==> config.mk <==
export PLATFORM = sky130hd
export DESIGN_NAME = cmdw_collector
export DESIGN_NICKNAME = d
export VERILOG_FILES = /design/src/rtl/cmdc_pkg.sv /design/src/rtl/cmdc_decode.sv /design/src/rtl/cmdc_wordbuf.sv /design/src/rtl/cmdc_ctrl.sv /design/src/rtl/cmdw_collector.sv
export SDC_FILE = /design/constraint.sdc
export NUM_CORES = 2
export LEC_CHECK = 0
export CAP_MARGIN = 20
export CORE_AREA = 2 2 350 352
export CTS_CLUSTER_SIZE = 12
export DETAILED_ROUTE_END_ITERATION = 8
export DIE_AREA = 0 0 352 354
export GPL_ROUTABILITY_DRIVEN = 0
export SKIP_CTS_REPAIR_TIMING = 1
export SYNTH_ARGS = -nofsm -noshare
export SYNTH_HDL_FRONTEND = slang
export SYNTH_SLANG_ARGS = --single-unit
==> constraint.sdc <==
create_clock -name clk -period 3.79 [get_ports clk]
set_input_delay 0.379 -clock clk [delete_from_list [all_inputs] [get_ports clk]]
set_output_delay 0.379 -clock clk [all_outputs]
set_load 0.02 [all_outputs]
==> src/rtl/cmdc_pkg.sv <==
// Package: shared opcode and status codes for the command word collector.
// Assumes opcodes fit in 4 bits and status codes are 32 bits wide.
package cmdc_pkg;

    localparam int OPW      = 4;
    localparam int OP_LIMIT = 11;   // first opcode value that is not valid

    typedef enum logic [OPW-1:0] {
        OP_IDLE    = 4'd0,
        OP_CONFIG  = 4'd1,
        OP_ISSUE   = 4'd2,
        OP_UNPLUG  = 4'd3,
        OP_RINGS   = 4'd4,
        OP_DEVRST  = 4'd5,
        OP_BUSRST  = 4'd6,
        OP_MSGRING = 4'd7,
        OP_ADPRST  = 4'd8,
        OP_ABORT   = 4'd9,
        OP_SPARE   = 4'd10
    } cmd_op_e;

    localparam logic [31:0] ST_OK    = 32'h0000_0000;
    localparam logic [31:0] ST_FAIL  = 32'hFFFF_FFFF;
    localparam logic [31:0] ST_SHORT = 32'hFFFF_FFFE;

endpackage

==> src/rtl/cmdc_decode.sv <==
// Module: cmdc_decode
// Checks a written opcode value against the valid range and looks up the
// payload byte count that the current opcode needs. Purely combinational.
// Assumes word counts are given as parameters; zero-length opcodes need 0.
module cmdc_decode
    import cmdc_pkg::*;
#(
    parameter int CFG_WORDS    = 6,
    parameter int RINGS_WORDS  = 24,
    parameter int DEVRST_WORDS = 3,
    parameter int MSG_WORDS    = 10,
    parameter int ABORT_WORDS  = 4
) (
    input  logic [31:0] code_in,
    input  cmd_op_e     cur_op,
    output cmd_op_e     op_dec,
    output logic [31:0] need_bytes
);

    localparam logic [31:0] CFG_BYTES    = 32'(CFG_WORDS * 4);
    localparam logic [31:0] RINGS_BYTES  = 32'(RINGS_WORDS * 4);
    localparam logic [31:0] DEVRST_BYTES = 32'(DEVRST_WORDS * 4);
    localparam logic [31:0] MSG_BYTES    = 32'(MSG_WORDS * 4);
    localparam logic [31:0] ABORT_BYTES  = 32'(ABORT_WORDS * 4);

    // Range check: only values strictly between idle and the limit are kept.
    always_comb begin
        if (code_in > 32'd0 && code_in < 32'(OP_LIMIT))
            op_dec = cmd_op_e'(code_in[OPW-1:0]);
        else
            op_dec = OP_IDLE;
    end

    // Payload size lookup for the opcode currently being collected.
    always_comb begin
        case (cur_op)
            OP_CONFIG:  need_bytes = CFG_BYTES;
            OP_RINGS:   need_bytes = RINGS_BYTES;
            OP_DEVRST:  need_bytes = DEVRST_BYTES;
            OP_MSGRING: need_bytes = MSG_BYTES;
            OP_ABORT:   need_bytes = ABORT_BYTES;
            default:    need_bytes = 32'd0;
        endcase
    end

endmodule

==> src/rtl/cmdc_wordbuf.sv <==
// Module: cmdc_wordbuf
// Payload word buffer with a fill counter and a sticky overflow flag.
// A restart (opcode write or command completion) rewinds the counter; a
// payload write in the same cycle as a completion lands in word 0.
// Assumes dat_take is already masked against opcode writes.
module cmdc_wordbuf #(
    parameter int DEPTH = 24,
    parameter int CW    = $clog2(DEPTH + 1)
) (
    input  logic                  clk,
    input  logic                  rst_n,
    input  logic                  restart,
    input  logic                  keep_word,
    input  logic                  dat_take,
    input  logic [31:0]           wdata,
    output logic [CW-1:0]         cnt,
    output logic [DEPTH*32-1:0]   words,
    output logic                  ovf
);

    logic [CW-1:0] idx;
    logic          full;
    logic          store;

    // Write position and full test after any rewind in this cycle.
    always_comb begin
        idx   = restart ? '0 : cnt;
        full  = (idx == CW'(DEPTH));
        store = dat_take && keep_word && !full;
    end

    // Counter: rewind on restart, advance on each accepted word.
    always_ff @(posedge clk) begin
        if (!rst_n)
            cnt <= '0;
        else if (store)
            cnt <= idx + CW'(1);
        else if (restart)
            cnt <= '0;
    end

    // Sticky overflow: set when a word arrives with no room left.
    always_ff @(posedge clk) begin
        if (!rst_n)
            ovf <= 1'b0;
        else if (dat_take && full)
            ovf <= 1'b1;
    end

    // One register per buffer word, loaded when the write position matches.
    for (genvar i = 0; i < DEPTH; i++) begin : g_word
        always_ff @(posedge clk) begin
            if (!rst_n)
                words[32*i +: 32] <= '0;
            else if (store && idx == CW'(i))
                words[32*i +: 32] <= wdata;
        end
    end

endmodule

==> src/rtl/cmdc_ctrl.sv <==
// Module: cmdc_ctrl
// Holds the current opcode, the status register and the "write seen" flag
// that triggers the threshold check in the cycle after each write.
// Assumes need_bytes is the size for cur_op and cnt the words collected.
module cmdc_ctrl
    import cmdc_pkg::*;
#(
    parameter int CW = 5
) (
    input  logic          clk,
    input  logic          rst_n,
    input  logic          op_wr,
    input  cmd_op_e       op_dec,
    input  logic          dat_wr,
    input  logic [31:0]   need_bytes,
    input  logic [CW-1:0] cnt,
    input  logic [31:0]   exec_result,
    output cmd_op_e       cur_op,
    output logic          fire,
    output logic          exec_vld,
    output logic [31:0]   status
);

    logic        armed;
    logic [31:0] have_bytes;

    // Threshold check: runs once after every write.
    always_comb begin
        have_bytes = 32'(cnt) << 2;
        fire       = armed && (have_bytes >= need_bytes);
        exec_vld   = fire && (cur_op != OP_IDLE);
    end

    // Opcode, status and arm flag; a new opcode overrides a completion.
    always_ff @(posedge clk) begin
        if (!rst_n) begin
            cur_op <= OP_IDLE;
            armed  <= 1'b0;
            status <= ST_OK;
        end else if (op_wr) begin
            cur_op <= op_dec;
            armed  <= 1'b1;
            status <= ST_SHORT;
        end else begin
            if (fire) begin
                cur_op <= OP_IDLE;
                status <= (cur_op == OP_IDLE) ? ST_FAIL : exec_result;
            end
            armed <= dat_wr;
        end
    end

endmodule

==> src/rtl/cmdw_collector.sv <==
// Module: cmdw_collector (top)
// Collects an opcode and its payload words from two write ports and fires a
// one-cycle execute strobe once the payload for that opcode is complete.
// Assumes at most one write per cycle; if both ports are written together
// the opcode write wins and the payload word is discarded.
module cmdw_collector
    import cmdc_pkg::*;
#(
    parameter int CFG_WORDS    = 6,
    parameter int RINGS_WORDS  = 24,
    parameter int DEVRST_WORDS = 3,
    parameter int MSG_WORDS    = 10,
    parameter int ABORT_WORDS  = 4,
    parameter int BUF_WORDS    = RINGS_WORDS
) (
    input  logic                   clk,
    input  logic                   rst_n,
    input  logic                   op_wr,
    input  logic [31:0]            op_wdata,
    input  logic                   dat_wr,
    input  logic [31:0]            dat_wdata,
    input  logic [31:0]            exec_result,
    output logic                   exec_vld,
    output logic [OPW-1:0]         exec_op,
    output logic [BUF_WORDS*32-1:0] exec_buf,
    output logic [31:0]            cmd_status,
    output logic                   overflow
);

    localparam int CW = $clog2(BUF_WORDS + 1);

    cmd_op_e       op_dec;
    cmd_op_e       cur_op;
    logic [31:0]   need_bytes;
    logic [CW-1:0] cnt;
    logic          fire;
    logic          dat_take;
    logic          restart;

    // Port arbitration and buffer rewind control.
    always_comb begin
        dat_take = dat_wr && !op_wr;
        restart  = op_wr || fire;
    end

    cmdc_decode #(
        .CFG_WORDS    (CFG_WORDS),
        .RINGS_WORDS  (RINGS_WORDS),
        .DEVRST_WORDS (DEVRST_WORDS),
        .MSG_WORDS    (MSG_WORDS),
        .ABORT_WORDS  (ABORT_WORDS)
    ) u_dec (
        .code_in    (op_wdata),
        .cur_op     (cur_op),
        .op_dec     (op_dec),
        .need_bytes (need_bytes)
    );

    cmdc_wordbuf #(
        .DEPTH (BUF_WORDS),
        .CW    (CW)
    ) u_buf (
        .clk       (clk),
        .rst_n     (rst_n),
        .restart   (restart),
        .keep_word (1'b1),
        .dat_take  (dat_take),
        .wdata     (dat_wdata),
        .cnt       (cnt),
        .words     (exec_buf),
        .ovf       (overflow)
    );

    cmdc_ctrl #(
        .CW (CW)
    ) u_ctrl (
        .clk         (clk),
        .rst_n       (rst_n),
        .op_wr       (op_wr),
        .op_dec      (op_dec),
        .dat_wr      (dat_wr),
        .need_bytes  (need_bytes),
        .cnt         (cnt),
        .exec_result (exec_result),
        .cur_op      (cur_op),
        .fire        (fire),
        .exec_vld    (exec_vld),
        .status      (cmd_status)
    );

    // Opcode presented alongside the strobe.
    always_comb exec_op = cur_op;

endmodule

==> results_dict.tcl <==
set metrics [dict create \
    drt-wirelength-per-cell_um 22.2 \
    drt.antenna.violating_nets 0 \
    antenna_found_initial 5 \
    ys_dominant_reg_cell "sky130_fd_sc_hd__dfxtp_1" \
    fp.dieW_um 352 \
    reg2reg_depth 9 \
    synth_seq_cells 811 \
    clockRootBuffer "sky130_fd_sc_hd__clkbuf_16" \
    post_syn_area_per_cell_um2 10.3 \
    post-synth-top-count-cell "sky130_fd_sc_hd__dfxtp_1" \
    synth_top_cells_by_area "sky130_fd_sc_hd__dfxtp_1 (55%), sky130_fd_sc_hd__mux2i_1 (24%), sky130_fd_sc_hd__nor2_1 (7.1%)" \
    synth-xor-area-share 0.000591 \
    cp-start-kind "register" \
    htree_num_levels 3 \
    synth.lib_cells_used.distinct 54 \
    grt_pass1_vias 23700 \
    timing.hold.worst.class "input port to register" \
    report.power.total_mw 18.5 \
    timing.critical_path.arrival_ns 4.16 \
    global_route.usage.total 0.183 \
    grt_first_pass_wirelength_um 170000 \
    initialDrtViolationCount 1664 \
    rr_startpoint "u_ctrl.cur_op[3]" \
    hold_ws_ns 0.163 \
    core.rowCount 128 \
    finClkSkew_ns 0.0422 \
    maxSlewViolCount 0 \
    timing.setup.critical_path_class "register to register" \
    via_count 24300 \
    synth_top_cell_by_area "sky130_fd_sc_hd__dfxtp_1" \
    syn-instance-count 2887 \
    final-setup-viol-count 0 \
    max_cap_viol_count 0 \
    synth_enable_flop_cells 0 \
    syn-cell-area_mm2 0.0297 \
    final.min_clock_period_ns 3.63 \
    worstSkewPairLatency_ns 0.67 \
    worstMarginPinSlew_ns 1.07 \
    final_hold_violations 0 \
    max_freq_mhz 275 \
    seq_area_mm2 0.0162 \
    muxShareOfSynthArea 0.238 \
    filler_cell_count 12100 \
    place.port_buffers 905 \
    final.setup.worst_slack_ns 0.158 \
    io-pin-count 906 \
    synth_top_cell_area_share 0.547 \
    num-nets-final 3859 \
    proportion_of_synthesized_flip_flops_having_asynchronous_set_or_reset 0 \
    drc_errors 0 \
    vdd_ir_drop_max_mv 0.350 \
    rrSetupSlack_ns 0.16 \
    worstHoldPathCells 2 \
    hold_start "rst_n" \
    part_of_the_cycle_the_worst_path_needs 0.958 \
    synth-compound-area-share 0.0503 \
    synth-adder-area-share 0.00422 \
    start_util 0.245 \
    detailed_place_hpwl_um 84400 \
    routed_wl_um 120000 \
    synthesis.yosys.warnings 0 \
    tritoncts "done" \
    detailedPlace.worstSlack_ns 0.113 \
    cts.reportedPaths.clkPinSlew_ns 0.06 \
    worstReg2RegEnd "u_buf.words[10]" \
    dpl-instance-area_mm2 0.0410 \
    finalSetupTns_ns 0 \
    cts_buffers 90 \
    antenna_cells 0 \
    critPathMaxFanout 18 \
    postLayoutCellArea_mm2 0.0442 \
    drt-pass1-iter-count 8 \
    post_synth_and_or_nand_nor_area_fraction 0.118 \
    run_status "finished, final reports clean" \
    yosys-top-cells-count "sky130_fd_sc_hd__dfxtp_1 (811), sky130_fd_sc_hd__mux2i_1 (704), sky130_fd_sc_hd__nor2_1 (558), sky130_fd_sc_hd__nand2_1 (197), sky130_fd_sc_hd__clkbuf_1 (180)" \
    multiInputGateArea_mm2 0.0125 \
    timing.critical_path.to_type "register" \
    required_ns 4.32 \
    synth_nets 2997 \
    floorplan.die.height_um 354 \
    cts.sinks 811 \
    powerDensity_mw_per_mm2 418 \
    p_leak_nw 20.6 \
    grt_max_degree 120 \
    via_per_inst 4.47 \
    yosysSeqAreaShare 0.547 \
    core_mm2 0.121 \
    gr-total-overflow 0 \
    timing.hold.worst_endpoint "u_ctrl.status[7]" \
    relSlewSlack 0.286 \
    area_of_the_die_mm2 0.125 \
    layout-drive-gt1-share 0.0850 \
    clock_path_buffers 3 \
    largest_family_of_logic_cells_by_synthesized_area "multiplexers" \
    grt_setup_unrepaired "true" \
    syn2layout_area_growth_pct 49.0 \
]
logic make-up after synthesis:
family,Yosys count
multiplexers,704
XOR/XNOR,2
adder cells (fa/ha/maj),10
buffers and inverters,274
AO/OA/AOI/OAI,218
flip-flops,811
AND/OR/NAND/NOR,868
where the power goes:
part           internal, mW  switching, mW
Clock                  5.21           3.69
Combinational         0.312          0.654
Sequential             8.58         0.0294
metal layers:
layer	GRT usage	wire length [µm]
met4	0.0600	3500
met1	0.234	52800
met3	0.0539	8910
met2	0.293	55200
met5	0	23
worst max-delay path by stage:
stage	start	endpoint	cells after the start
final	u_ctrl.cur_op[3]	u_buf.words[10]	9
after global routing	u_ctrl.cur_op[2]	u_buf.words[386]	14
after CTS	u_ctrl.cur_op[2]	exec_vld	9
after detailed placement	u_ctrl.cur_op[3]	u_buf.words[366]	13
after global placement	u_ctrl.cur_op[2]	u_buf.words[2]	10
after floorplan	u_ctrl.cur_op[2]	u_buf.words[610]	16
cell type report:
cell class / instances / area share
Tap cell: 1625 / 0.0460
Sequential cell: 811 / 0.368
Clock buffer: 135 / 0.0603
Multi-Input combinational cell: 1805 / 0.282
Clock inverter: 19 / 0.00736
Timing Repair Buffer: 1037 / 0.236
Inverter: 4 / 0.000510
layout by cell type (no fill, tap or decap), types with 5 or more instances in the layout:
cell                              synthesis  routed
sky130_fd_sc_hd__bufinv_16                0       5
sky130_fd_sc_hd__o221a_1                 30      30
sky130_fd_sc_hd__mux2i_1                704     704
sky130_fd_sc_hd__a211oi_2                 0      10
sky130_fd_sc_hd__ha_1                    10      10
sky130_fd_sc_hd__or2_4                    0       5
sky130_fd_sc_hd__o21ai_0                 64      64
sky130_fd_sc_hd__nand3_1                 71      66
sky130_fd_sc_hd__o21ai_4                  0      18
sky130_fd_sc_hd__nor4_1                   7       7
sky130_fd_sc_hd__clkdlybuf4s50_1          0     896
sky130_fd_sc_hd__nand3_2                  0       5
sky130_fd_sc_hd__a21oi_1                 67      66
sky130_fd_sc_hd__clkbuf_16                0      94
sky130_fd_sc_hd__nand2b_1                 7       5
sky130_fd_sc_hd__clkbuf_8                 0      18
sky130_fd_sc_hd__nor2_1                 558     556
sky130_fd_sc_hd__buf_12                   0      32
sky130_fd_sc_hd__a211oi_1                17       7
sky130_fd_sc_hd__buf_2                   53       7
sky130_fd_sc_hd__clkbuf_1               180      24
sky130_fd_sc_hd__dfxtp_1                811     811
sky130_fd_sc_hd__clkinv_2                 0       6
sky130_fd_sc_hd__nand2_1                197     197
sky130_fd_sc_hd__buf_4                   30      98
metrics by stage:
step           utilization  std cells
2_1_floorplan            -       2887
5_1_grt              0.365       5436
3_5_place_dp         0.339       5276
6_report             0.365       5436
3_3_place_gp         0.339       5276
4_1_cts              0.364       5430
worst max-delay path, cell delays in order, from the launching register on:
cell                       delay [ns]
sky130_fd_sc_hd__dfxtp_1         0.31
sky130_fd_sc_hd__or4b_2          0.68
sky130_fd_sc_hd__ha_1            0.33
sky130_fd_sc_hd__a21o_1          0.15
sky130_fd_sc_hd__buf_4           0.27
sky130_fd_sc_hd__nand2_1         0.18
sky130_fd_sc_hd__o211ai_1        0.32
sky130_fd_sc_hd__nand3_2         0.64
sky130_fd_sc_hd__buf_12          0.41
sky130_fd_sc_hd__mux2i_1         0.14
flip-flops by register name (all words and copies together), names as in the netlist:
| register | cells |
|---|---|
| u_ctrl.cur_op | 4 |
| u_ctrl.status | 32 |
| u_buf.ovf | 1 |
| u_ctrl.armed | 1 |
| u_buf.cnt | 5 |
| u_buf.words | 768 |
No activity file was read; power rests on OpenSTA's default activity.
